$ cat src/rtl/spibank_pkg.sv
package spibank_pkg;

   typedef enum logic [2:0] {
      OP_RDREG = 3'b000,
      OP_RDBUF = 3'b001,
      OP_WRREG = 3'b010,
      OP_WRBUF = 3'b011,
      OP_BSET  = 3'b100,
      OP_BCLR  = 3'b101,
      OP_NONE  = 3'b110,
      OP_RESET = 3'b111
   } op_e;

   localparam int          ADDR_W     = 5;
   localparam int          SPACE      = 1 << ADDR_W;
   localparam logic [7:0]  HDR_RDBUF  = 8'h3A;
   localparam logic [7:0]  HDR_WRBUF  = 8'h7A;
   localparam logic [7:0]  HDR_RESET  = 8'hFF;
   localparam logic [4:0]  CTRL_ADDR  = 5'h1F;
   localparam int          NPTR_REGS  = 4;

endpackage

$ cat src/rtl/spibank_frame.sv
module spibank_frame
   import spibank_pkg::*;
#(
   parameter int POS_W = 2
)(
   input  logic              clk,
   input  logic              rst_n,
   input  logic              cs_fall,
   input  logic              cs_rise,
   input  logic              rx_valid,
   input  logic [7:0]        rx_byte,
   output logic              hdr_stb,
   output logic              data_stb,
   output logic [POS_W-1:0]  pos,
   output op_e               op,
   output logic [ADDR_W-1:0] addr,
   output logic              cmd_ok
);

   localparam logic [POS_W-1:0] POS_MAX = '1;

   generate
      if (POS_W < 2) begin : g_bad_pos
         $error("spibank_frame: POS_W must be at least 2");
      end
   endgenerate

   logic              active_q;
   logic [POS_W-1:0]  pos_q;
   op_e               op_q;
   logic [ADDR_W-1:0] addr_q;
   logic              ok_q;

   logic              live;
   logic [POS_W-1:0]  pos_eff;
   op_e               hdr_op;
   logic              hdr_ok;

   assign live     = cs_fall | active_q;
   assign pos_eff  = cs_fall ? '0 : pos_q;
   assign hdr_stb  = rx_valid && live && (pos_eff == '0);
   assign data_stb = rx_valid && live && (pos_eff != '0);
   assign hdr_op   = op_e'(rx_byte[7:5]);

   always_comb begin
      unique case (hdr_op)
         OP_RDBUF: hdr_ok = (rx_byte == HDR_RDBUF);
         OP_WRBUF: hdr_ok = (rx_byte == HDR_WRBUF);
         OP_RESET: hdr_ok = (rx_byte == HDR_RESET);
         OP_NONE:  hdr_ok = 1'b0;
         default:  hdr_ok = 1'b1;
      endcase
   end

   assign pos    = pos_eff;
   assign op     = hdr_stb ? hdr_op : op_q;
   assign addr   = hdr_stb ? rx_byte[ADDR_W-1:0] : addr_q;
   assign cmd_ok = hdr_stb ? hdr_ok : ok_q;

   always_ff @(posedge clk or negedge rst_n) begin
      if (!rst_n) begin
         active_q <= 1'b0;
         pos_q    <= '0;
         op_q     <= OP_NONE;
         addr_q   <= '0;
         ok_q     <= 1'b0;
      end else begin
         active_q <= live && !cs_rise;
         if (cs_rise)
            pos_q <= '0;
         else if (rx_valid && live && (pos_eff != POS_MAX))
            pos_q <= pos_eff + 1'b1;
         else
            pos_q <= pos_eff;
         if (hdr_stb) begin
            op_q   <= hdr_op;
            addr_q <= rx_byte[ADDR_W-1:0];
         end
         if (cs_rise)
            ok_q <= 1'b0;
         else if (hdr_stb)
            ok_q <= hdr_ok;
      end
   end

endmodule

$ cat src/rtl/spibank_regs.sv
module spibank_regs
   import spibank_pkg::*;
#(
   parameter int                   NBANK       = 4,
   parameter int                   SHARED_BASE = 27,
   parameter logic [NBANK*32-1:0]  SLOW_MASK   = '0,
   parameter logic [NBANK*32-1:0]  RSVD_MASK   = '0,
   localparam int                  BSEL_W      = (NBANK > 1) ? $clog2(NBANK) : 1
)(
   input  logic              clk,
   input  logic              rst_n,
   input  logic [ADDR_W-1:0] addr,
   input  logic              wr_en,
   input  logic [7:0]        wr_data,
   input  logic              bank_clr,
   output logic [7:0]        rd_data,
   output logic              is_slow,
   output logic              is_rsvd,
   output logic [BSEL_W-1:0] bank
);

   localparam int NSHARED  = SPACE - SHARED_BASE;
   localparam int NREG     = NBANK * SHARED_BASE + NSHARED;
   localparam int IDX_W    = $clog2(NREG);
   localparam int CTRL_IDX = NBANK * SHARED_BASE + (SPACE - 1 - SHARED_BASE);
   localparam int MIDX_W   = BSEL_W + ADDR_W;

   generate
      if (NBANK < 2 || NBANK > 4 || (NBANK & (NBANK - 1)) != 0) begin : g_bad_nbank
         $error("spibank_regs: NBANK must be 2 or 4");
      end
      if (SHARED_BASE < NPTR_REGS || SHARED_BASE > SPACE - 1) begin : g_bad_base
         $error("spibank_regs: SHARED_BASE out of range");
      end
   endgenerate

   logic [7:0]        regs_q [NREG];
   logic [IDX_W-1:0]  lin_idx;
   logic              shared_hit;
   logic [MIDX_W-1:0] mask_idx;
   logic [7:0]        ctrl;

   assign shared_hit = (int'(addr) >= SHARED_BASE);
   assign mask_idx   = {bank, addr};

   always_comb begin
      if (shared_hit)
         lin_idx = IDX_W'(NBANK * SHARED_BASE + int'(addr) - SHARED_BASE);
      else
         lin_idx = IDX_W'(int'(bank) * SHARED_BASE + int'(addr));
   end

   assign is_slow = !shared_hit && SLOW_MASK[mask_idx];
   assign is_rsvd = !shared_hit && RSVD_MASK[mask_idx];
   assign rd_data = is_rsvd ? 8'h00 : regs_q[lin_idx];
   assign ctrl    = regs_q[CTRL_IDX];

   generate
      if (NBANK > 1) begin : g_bank_bits
         assign bank = ctrl[BSEL_W-1:0];
      end else begin : g_bank_fixed
         assign bank = '0;
      end
   endgenerate

   always_ff @(posedge clk or negedge rst_n) begin
      if (!rst_n) begin
         for (int i = 0; i < NREG; i++) regs_q[i] <= 8'h00;
      end else begin
         if (wr_en && !is_rsvd)
            regs_q[lin_idx] <= wr_data;
         else if (bank_clr)
            regs_q[CTRL_IDX][BSEL_W-1:0] <= '0;
      end
   end

endmodule

$ cat src/rtl/spibank_buf.sv
module spibank_buf #(
   parameter int  DEPTH = 32,
   localparam int AW    = $clog2(DEPTH)
)(
   input  logic          clk,
   input  logic          rst_n,
   input  logic          wr_stb,
   input  logic [7:0]    wr_data,
   input  logic          rd_adv,
   input  logic          ld_en,
   input  logic [1:0]    ptr_sel,
   input  logic [7:0]    ld_data,
   output logic [7:0]    rd_cur,
   output logic [7:0]    rd_nxt,
   output logic [7:0]    ptr_byte,
   output logic [AW-1:0] rdptr,
   output logic [AW-1:0] wrptr
);

   generate
      if (DEPTH < 2 || DEPTH > 1024 || (DEPTH & (DEPTH - 1)) != 0) begin : g_bad_depth
         $error("spibank_buf: DEPTH must be a power of two from 2 to 1024");
      end
   endgenerate

   logic [7:0]    mem_q [DEPTH];
   logic [AW-1:0] rdptr_q;
   logic [AW-1:0] wrptr_q;
   logic [AW-1:0] rd_succ;

   assign rd_succ = rdptr_q + 1'b1;
   assign rd_cur  = mem_q[rdptr_q];
   assign rd_nxt  = mem_q[rd_succ];
   assign rdptr   = rdptr_q;
   assign wrptr   = wrptr_q;

   always_comb begin
      unique case (ptr_sel)
         2'd0: ptr_byte = 8'(rdptr_q);
         2'd1: ptr_byte = 8'(16'(rdptr_q) >> 8);
         2'd2: ptr_byte = 8'(wrptr_q);
         default: ptr_byte = 8'(16'(wrptr_q) >> 8);
      endcase
   end

   always_ff @(posedge clk) begin
      if (wr_stb) mem_q[wrptr_q] <= wr_data;
   end

   always_ff @(posedge clk or negedge rst_n) begin
      if (!rst_n) begin
         rdptr_q <= '0;
         wrptr_q <= '0;
      end else begin
         if (ld_en) begin
            unique case (ptr_sel)
               2'd0: rdptr_q <= AW'({8'(16'(rdptr_q) >> 8), ld_data});
               2'd1: rdptr_q <= AW'({ld_data, 8'(rdptr_q)});
               2'd2: wrptr_q <= AW'({8'(16'(wrptr_q) >> 8), ld_data});
               default: wrptr_q <= AW'({ld_data, 8'(wrptr_q)});
            endcase
         end else begin
            if (rd_adv) rdptr_q <= rd_succ;
            if (wr_stb) wrptr_q <= wrptr_q + 1'b1;
         end
      end
   end

endmodule

$ cat src/rtl/spibank_regfile.sv
module spibank_regfile
   import spibank_pkg::*;
#(
   parameter int                   NBANK       = 4,
   parameter int                   SHARED_BASE = 27,
   parameter int                   BUF_DEPTH   = 32,
   parameter logic [NBANK*32-1:0]  SLOW_MASK   = {32'h0000_003F, 32'h07FF_FFFF,
                                                  32'h0000_0000, 32'h0000_0000},
   parameter logic [NBANK*32-1:0]  RSVD_MASK   = {32'h07FF_0000, 32'h0000_0000,
                                                  32'h0700_0000, 32'h0700_0000}
)(
   input  logic       clk,
   input  logic       rst_n,
   input  logic       cs_fall,
   input  logic       cs_rise,
   input  logic       rx_valid,
   input  logic [7:0] rx_byte,
   output logic [7:0] tx_byte
);

   localparam int BSEL_W = (NBANK > 1) ? $clog2(NBANK) : 1;
   localparam int BUF_AW = $clog2(BUF_DEPTH);
   localparam int POS_W  = 2;

   logic              hdr_stb, data_stb, cmd_ok;
   logic [POS_W-1:0]  pos;
   op_e               op;
   logic [ADDR_W-1:0] addr;

   logic [7:0]        reg_rd;
   logic              is_slow, is_rsvd;
   logic [BSEL_W-1:0] bank_sel;
   logic              reg_wr, bank_clr;
   logic [7:0]        cur_val, mod_val;
   logic              is_ptr, bit_op, mod_go;

   logic              buf_wr, buf_adv, ptr_ld;
   logic [7:0]        buf_cur, buf_nxt, ptr_byte;
   logic [BUF_AW-1:0] rdptr, wrptr;
   logic [15:0]       rdptr16, wrptr16, ptr_mask;

   logic [7:0]        tx_q, tx_nxt;

   spibank_frame #(.POS_W(POS_W)) u_frame (
      .clk(clk), .rst_n(rst_n), .cs_fall(cs_fall), .cs_rise(cs_rise),
      .rx_valid(rx_valid), .rx_byte(rx_byte),
      .hdr_stb(hdr_stb), .data_stb(data_stb), .pos(pos), .op(op),
      .addr(addr), .cmd_ok(cmd_ok)
   );

   spibank_regs #(
      .NBANK(NBANK), .SHARED_BASE(SHARED_BASE),
      .SLOW_MASK(SLOW_MASK), .RSVD_MASK(RSVD_MASK)
   ) u_regs (
      .clk(clk), .rst_n(rst_n), .addr(addr), .wr_en(reg_wr),
      .wr_data(mod_val), .bank_clr(bank_clr), .rd_data(reg_rd),
      .is_slow(is_slow), .is_rsvd(is_rsvd), .bank(bank_sel)
   );

   spibank_buf #(.DEPTH(BUF_DEPTH)) u_buf (
      .clk(clk), .rst_n(rst_n), .wr_stb(buf_wr), .wr_data(rx_byte),
      .rd_adv(buf_adv), .ld_en(ptr_ld), .ptr_sel(addr[1:0]),
      .ld_data(mod_val), .rd_cur(buf_cur), .rd_nxt(buf_nxt),
      .ptr_byte(ptr_byte), .rdptr(rdptr), .wrptr(wrptr)
   );

   // bank 0 low addresses map onto the buffer pointers
   assign is_ptr  = (bank_sel == '0) && (int'(addr) < NPTR_REGS);
   assign cur_val = is_ptr ? ptr_byte : reg_rd;
   assign bit_op  = (op == OP_BSET) || (op == OP_BCLR);

   always_comb begin
      unique case (op)
         OP_BSET: mod_val = cur_val | rx_byte;
         OP_BCLR: mod_val = cur_val & ~rx_byte;
         default: mod_val = rx_byte;
      endcase
   end

   assign mod_go   = data_stb && (pos == POS_W'(1)) && cmd_ok &&
                     ((op == OP_WRREG) || (bit_op && !is_slow));
   assign reg_wr   = mod_go && !is_ptr;
   assign ptr_ld   = mod_go && is_ptr;
   assign bank_clr = hdr_stb && cmd_ok && (op == OP_RESET);
   assign buf_wr   = data_stb && cmd_ok && (op == OP_WRBUF);
   assign buf_adv  = data_stb && cmd_ok && (op == OP_RDBUF);

   always_comb begin
      tx_nxt = 8'h00;
      if (hdr_stb && cmd_ok) begin
         if (op == OP_RDREG && !is_slow) tx_nxt = cur_val;
         else if (op == OP_RDBUF)        tx_nxt = buf_cur;
      end else if (data_stb && cmd_ok) begin
         if (op == OP_RDREG && is_slow && pos == POS_W'(1)) tx_nxt = cur_val;
         else if (op == OP_RDBUF)                           tx_nxt = buf_nxt;
      end
   end

   always_ff @(posedge clk or negedge rst_n) begin
      if (!rst_n)                    tx_q <= 8'h00;
      else if (hdr_stb || data_stb)  tx_q <= tx_nxt;
   end

   assign tx_byte  = tx_q;
   assign rdptr16  = 16'(rdptr);
   assign wrptr16  = 16'(wrptr);
   assign ptr_mask = 16'(BUF_DEPTH - 1);

endmodule

$ cat config.mk
export PLATFORM = sky130hd
export DESIGN_NAME = spibank_regfile
export DESIGN_NICKNAME = d
export VERILOG_FILES = /design/src/rtl/spibank_pkg.sv /design/src/rtl/spibank_frame.sv /design/src/rtl/spibank_regs.sv /design/src/rtl/spibank_buf.sv /design/src/rtl/spibank_regfile.sv
export SDC_FILE = /design/constraint.sdc
export NUM_CORES = 2
export LEC_CHECK = 0
export BUFFER_PORTS_ARGS = -buffer_cell sky130_fd_sc_hd__buf_2
export CAP_MARGIN = 10
export CORE_AREA = 2 2 339 341
export DETAILED_ROUTE_END_ITERATION = 7
export DIE_AREA = 0 0 341 343
export PLACE_DENSITY_LB_ADDON = 0.15
export RECOVER_POWER = 100
export SETUP_SLACK_MARGIN = 0.02
export SYNTH_ARGS = -nofsm -noshare
export SYNTH_HDL_FRONTEND = slang
export SYNTH_SLANG_ARGS = --single-unit
$ cat constraint.sdc
create_clock -name clk -period 9.8 [get_ports clk]
set_clock_uncertainty 0.2 [all_clocks]
set_input_delay 0.98 -clock clk [delete_from_list [all_inputs] [get_ports clk]]
set_output_delay 0.98 -clock clk [all_outputs]
set_load 0.05 [all_outputs]
# == Word level (Yosys, flattened, before mapping) ==
# Memories as Yosys holds them, arrays and structs flattened.
# Cells that the tools add are included.
# W data, S select, Z words.
# totals
rom_bits,256
inputBits,13
elab_cells,239
n_memories,3
out_inout_bits,8
mem_bits_rw,256
regBits,934
# op_classes
eq_ne,18
muxes,37
bitwise,5
multipliers,1
add_sub_neg,6
magnitude_cmp,5
reduce_logical,42
# memory_table
name,words,width,read_ports,rd_clocked_by_memory_dff,write_ports,line,text
u_buf.mem_q,32,8,2,0,1,spibank_buf.sv:26,logic [7:0] mem_q [DEPTH];
(name not given),128,1,1,0,0,spibank_regs.sv:54,assign is_rsvd = !shared_hit && RSVD_MASK[mask_idx];
(name not given),128,1,1,0,0,spibank_regs.sv:53,assign is_slow = !shared_hit && SLOW_MASK[mask_idx];
# ops
cell,n
$bwmux W904,1
$mux W8,11
$bmux W8 S7,1
$demux W8 S7,1
$mux W5,7
$logic_and A1 B1 Y1,24
$pmux W8 S2,1
$eq A3 B3 Y1 const B,5
$add A5 B1 Y5 const B,2
$mux W2,5
$pmux W5 S2,1
$eq A3 B2 Y1 const B,3
$and A8 B8 Y8,1
$eq A8 B6 Y1 const B,1
$eq A8 B7 Y1 const B,1
$eq A8 B8 Y1 const B,1
$ge A8 B8 Y1 const B,1
$lt A7 B8 Y1 const B,1
$lt A8 B1 Y1 const B,1
$not A7 Y8,1
$not A8 Y8,1
$or A8 B8 Y8,1
$reduce_bool A2 Y1,4
$add A7 B5 Y7 const A,1
other kinds (21),37

# == Depth between registers and ports, before layout ==
# logic_depth
ltp_word,17
depth_mapped,26
depth_no_buf,19

# == Hierarchy ==
# Synthesis repeated with hierarchy kept, for this count alone.
# hier_totals
hier_cells,4492
hier_area_um2,57179.8
# by_module_without_submodules
mod,area_each_um2,cells_each,seq_area_each_um2,n_inst
spibank_regs,42458.2,3576,22621.7,1
spibank_buf,12928.6,692,7937.6,1
spibank_regfile,1198.6,159,200.2,1
spibank_frame,594.3,65,302.8,1

# == Worst setup path before layout ==
# OpenSTA, ideal clock, no wires.
# synth_timing
path_type,input to register
startpoint,input cs_fall
endpoint,register u_buf.rdptr_q[3] (netlist: u_buf.rdptr[3])
stages,23
path_buffers,5
path_slack_ns,2.816
setup_ns,0.104
arrival_ns,6.680
t_required_ns,9.496
path_cell_list,nand2b_1 > ha_1 > o211ai_1 > buf_2 > buf_2 > mux2i_1 > fa_1 > inv_1 > ha_1 > fa_1 > clkbuf_1 > or3_1 > a211oi_1 > nor2_1 > clkbuf_1 > a2bb2oi_1 > a21bo_2 > nand3_1 > or4_1 > nor4_2 > nor3_2 > buf_4 > a221oi_1
# synth_between
elab_chain_len,17
elab_cells_between_ends,56
classes_between,add/sub (3); order compare (2); eq/ne (7); mux (16); bitwise (4); reduce/logical (22); memory (2)
# synth_lines
element,line,text
from (decl),spibank_regfile.sv:14,"input logic cs_fall,"
$mux W2 / $or A1 B1 Y1 (equally long branches),"spibank_frame.sv:40, spibank_frame.sv:39",
$logic_not A2 Y1 / $logic_and A1 B1 Y1 (equally long branches),"spibank_frame.sv:41, spibank_frame.sv:42",
$logic_and A1 B1 Y1,spibank_frame.sv:41,assign hdr_stb = rx_valid && live && (pos_eff == '0);
$mux W5,spibank_frame.sv:57,assign addr = hdr_stb ? rx_byte[ADDR_W-1:0] : addr_q;
$add A7 B5 Y7,spibank_regs.sv:48,lin_idx = IDX_W'(NBANK * SHARED_BASE + int'(addr) - SHARED_BASE);
$sub A7 B6 Y7,spibank_regs.sv:48,
$mux W7,spibank_regs.sv:47,if (shared_hit)
$not A7 Y8 (implied by the code),spibank_regs.sv:55,assign rd_data = is_rsvd ? 8'h00 : regs_q[lin_idx];
$bmux W8 S7,spibank_regs.sv:55,
$mux W8 (implied by the code) (2 in a row),spibank_regs.sv:55,
$mux W8,spibank_regs.sv:55,
$mux W8,spibank_regfile.sv:69,assign cur_val = is_ptr ? ptr_byte : reg_rd;
$and A8 B8 Y8 / $or A8 B8 Y8 (equally long branches),"spibank_regfile.sv:75, spibank_regfile.sv:74",
$pmux W8 S2,spibank_regfile.sv:73,unique case (op)
$mux W5,spibank_buf.sv:56,unique case (ptr_sel)
$mux W5,spibank_buf.sv:55,if (ld_en) begin
to (signal assigned),spibank_buf.sv:57,"2'd0: rdptr_q <= AW'({8'(16'(rdptr_q) >> 8), ld_data});"
to (signal assigned),spibank_buf.sv:58,"2'd1: rdptr_q <= AW'({ld_data, 8'(rdptr_q)});"
to (signal assigned),spibank_buf.sv:63,if (rd_adv) rdptr_q <= rd_succ;
to (decl),spibank_buf.sv:27,logic [AW-1:0] rdptr_q;
# Several ways; a longest one is shown, not always the timed one. The select of a mux whose other input is x is not followed.
# A chain may end at the register's enable or synchronous reset.

# == Worst setup path in the final report ==
# layout_timing
startpoint,input cs_fall
endpoint,register u_regs.regs_q[235] (netlist name)
# layout_between
elab_chain_len,16
elab_cells_between_ends,57
classes_between,add/sub (3); order compare (4); eq/ne (5); mux (17); bitwise (4); reduce/logical (22); memory (2)
# layout_lines
element,line,text
$mux W2 / $or A1 B1 Y1 (equally long branches),"spibank_frame.sv:40, spibank_frame.sv:39",
$logic_not A2 Y1 / $logic_and A1 B1 Y1 (equally long branches),spibank_frame.sv:41,
$logic_and A1 B1 Y1 (*),spibank_frame.sv:41,
$mux W5 (*),spibank_frame.sv:57,
named net addr[2],spibank_regfile.sv:28,logic [ADDR_W-1:0] addr;
$add A7 B5 Y7,spibank_regs.sv:48,
$sub A7 B6 Y7,spibank_regs.sv:48,
$mux W7,spibank_regs.sv:47,
$not A7 Y8 (implied by the code),"spibank_regs.sv:55, spibank_regs.sv:71",
$bmux W8 S7,spibank_regs.sv:55,
$mux W8 (implied by the code) (2 in a row),spibank_regs.sv:55,
$mux W8,spibank_regs.sv:55,
$mux W8,spibank_regfile.sv:69,
$and A8 B8 Y8 / $or A8 B8 Y8 (equally long branches),"spibank_regfile.sv:75, spibank_regfile.sv:74",
$pmux W8 S2,spibank_regfile.sv:73,
$bwmux W904,spibank_regs.sv:71,regs_q[lin_idx] <= wr_data;
"to (signal, indexed assignment)",spibank_regs.sv:71,
to (decl),spibank_regs.sv:37,logic [7:0] regs_q [NREG];
# Mark *: on every way through the listed nets, which the timed path passes. The rest lies on a longest branch. The select of a mux whose other input is x is not followed.

==> impl_metrics.tcl <==
set metrics [dict create \
    rsz0062_at_grt "no" \
    finalWeightedCongestion 1.038 \
    die-width_um 341 \
    register_area_um2 31070 \
    cts_sinks 1190 \
    finalHoldWorstSlack_ps 240.0 \
    cts_buffers 133 \
    power.leakage_nw 25.85 \
    period_share 0.9248 \
    grt_max_degree 153 \
    final_max_slew_viol_count 451 \
    cts_root_buf "clkbuf_16" \
    clk_pin_slew_ps 60 \
    cp_cell_sequence "clkbuf_1 > nand2b_1 > ha_1 > o211a_1 > mux2i_1 > inv_1 > ha_1 > fa_1 > nor2b_1 > nand4_1 > and2_2 > buf_4 > buf_4 > o22a_1 > a31oi_1 > or4_1 > nor4_1 > buf_4 > nor3_4 > buf_4 > a21oi_1" \
    critPathCaptureType "flip-flop" \
    dieArea_um2 117000 \
    synth_flop_cell "dfrtp_1" \
    synth-edff-count 256 \
    worst-r2r-setup-slack_ps 1000 \
    cp_data_required_time_ps 10200 \
    fp-row-count 124 \
    initial_core_util 0.4958 \
    relSlewSlack -3.062 \
    via_per_inst 6.676 \
    grt_usage 0.3632 \
    fin_cells 6816 \
    power_density_nw_per_um2 212.5 \
    r2r-start "u_frame.pos_q[1]" \
    hp-class "primary input to flip-flop" \
    wl_met2_um 93230 \
    tritoncts "yes" \
    max_freq_mhz 110.3 \
    finalHoldViolations 0 \
    place_inst 6580 \
    vias 45500 \
    violations "max-capacitance violations, max-slew violations" \
    top_layer "met5" \
    first_pass_iters 7 \
    crit_arrival_ps 9460 \
    hp-start "cs_rise" \
    die_h_um 343 \
    io_pins 21 \
    placed_cell_area_um2 58670 \
    syn_nets 5254 \
    postCtsSetupBuffers 0 \
    min_path_cells 2 \
    place_ws_ps 793.2 \
    worstSetupPathType "primary input to flip-flop" \
    ys_warn_count 0 \
    min_period_ps 9063 \
    cts_resized 0 \
    setup_viol 0 \
    outcome "finished, violations left" \
    cts_hold_buffers 0 \
    worst-path-max-fanout 26 \
    grt_pass1_wl_um 309300 \
    port_buffers 20 \
    peakVddDrop_mv 0.1753 \
    drive_gt1_frac 0.1489 \
    grt_pass1_vias 43890 \
    route.met3.wl_um 23160 \
    synth_cells 5216 \
    synth-seq-cells 1190 \
    syn_to_final_growth_pct 11.72 \
    nets 5242 \
    dp_hpwl_um 141500 \
    htreeDepth 4 \
    coreArea_um2 113400 \
    avgSynthCellArea_um2 10.78 \
    startpoint_type "primary input" \
    synth_seq_area_share 0.5524 \
    final_area_um2 62820 \
    avgRoutedWirePerCell_um 31.23 \
    finalWorstSetupSlack_ps 737.2 \
    ant_nets 0 \
    synth_area_um2 56230 \
    cts.path.max_buffers 3 \
    wirelength_met1_um 81630 \
    tightest_slew_ps 6093 \
    grt_overflow 0 \
    cp_common_cell "buf_4" \
    worst_path_max_delay_cell "fa_1" \
    finalWirelength_um 212900 \
    slowest_delay_ps 1420 \
    clk_latency_ps 780 \
    initialDrtViolationCount 6164 \
    reg2reg_depth 20 \
    fill_cells 9779 \
    async_flop_share 0.7849 \
    drc 0 \
    fin_tns_setup_ps 0 \
    ys_types 94 \
    rr_endpoint "u_regs.regs_q[235]" \
    antenna_found_initial 10 \
    multiInputGateArea_um2 23220 \
    hold_end "u_frame.pos_q[0]" \
    maxCapViolations 9 \
]
==> per-layer routing <==
metal / vias to the layer above / GRT usage
met3: 787 / 0.1016
met5: - / 0
met1: 22690 / 0.4755
met2: 2679 / 0.5441
met4: 16 / 0.2111
li1: 19330 / -
==> worst max path at each step <==
stage	from	to	slack (ps)	cells after the start
floorplan	cs_fall	u_buf.rdptr[3]	2820	23
global placement	cs_fall	u_regs.regs_q[259]	930	23
detailed placement	cs_fall	u_regs.regs_q[379]	790	23
CTS	cs_fall	u_regs.regs_q[235]	1590	23
global route	cs_fall	u_regs.regs_q[771]	650	21
finish	cs_fall	u_regs.regs_q[235]	740	21
==> report_power, final <==
part / internal, mW / leakage [nW] / switching (mW) / total (mW)
clock: 2.88 / 2.10 / 2.09 / 4.96
combinational: 1.01 / 8.43 / 2.23 / 3.24
sequential: 5.09 / 15.3 / 0.0619 / 5.15
total: 8.97 / 25.9 / 4.38 / 13.3
==> critical path: cells and delay by family <==
family          cells  cell delay (ps)
fa+ha+maj           3             2020
buf+inv             6             1560
mux                 1              420
compound gates      4             1250
simple gates        7             3140
==> cell usage after synthesis, types with 28 or more instances <==
library cell,n,area share
dfrtp_1,932,0.41
nor2_1,724,0.048
nand2_1,569,0.038
a21oi_1,555,0.049
edfxtp_1,256,0.14
o31ai_1,243,0.032
clkbuf_1,238,0.016
o21ai_0,178,0.016
mux4_2,167,0.067
mux2_2,134,0.027
o22ai_1,122,0.014
inv_1,100,0.0067
buf_2,91,0.0081
nand3_1,58,0.0052
o22a_1,51,0.0079
a31oi_1,50,0.0056
nor3_1,43,0.0038
a222oi_1,39,0.0069
a211oi_1,35,0.0047
buf_1,34,0.0023
and2_1,31,0.0034
o221ai_1,31,0.0048
mux2i_1,30,0.0053
nor4_1,29,0.0032
or3_1,28,0.0031
==> cell families after synthesis <==
family	after synthesis	share of synthesized area
and+or+nand+nor	1582	0.1175
muxes	331	0.09907
adders and majority gates	25	0.005964
DFF	1190	0.5524
buffers and inverters	497	0.03814
xor gates and xnor gates	9	0.001402
AOI/OAI and AO/OA	1582	0.1855
==> through the flow <==
step / utilization / total power [mW]
floorplan: - / 6.987
global placement: 0.5173 / 8.363
detailed placement: 0.5173 / 8.368
CTS: 0.5549 / 13.30
global route: 0.5538 / 13.65
finish: 0.5539 / 13.35
==> area by class of cell <==
type                            instances  share of cell area
Sequential cell                      1190              0.4946
Multi-Input combinational cell       3529              0.3696
Clock buffer                          179             0.05915
Timing Repair Buffer                  246             0.03151
Tap cell                             1512             0.03011
Clock inverter                         52            0.008664
Inverter                              104            0.006214
Antenna cell                            4           0.0001593
==> state kept, by name (all words and copies together), names as in the netlist <==
name and cells:
u_buf.wrptr 5, u_frame.pos_q 2, u_regs.regs_q 896, u_frame.addr_q 5
u_frame.ok_q 1, u_buf.mem_q 256, u_frame.op_q 3, u_regs.ctrl 8
tx_byte 8, u_frame.active_q 1, u_buf.rdptr 5
==> layout by cell type, fill, tap and decap left out, types with 122 or more instances in the layout <==
cell type / n
mux4_2: 167
nand2_1: 568
o21ai_0: 177
o31ai_1: 244
buf_4: 187
mux2_2: 134
edfxtp_1: 256
a21oi_1: 555
o22ai_1: 122
dfrtp_1: 930
clkbuf_16: 137
nor2_1: 722
Power figures use the tool's default switching activity.
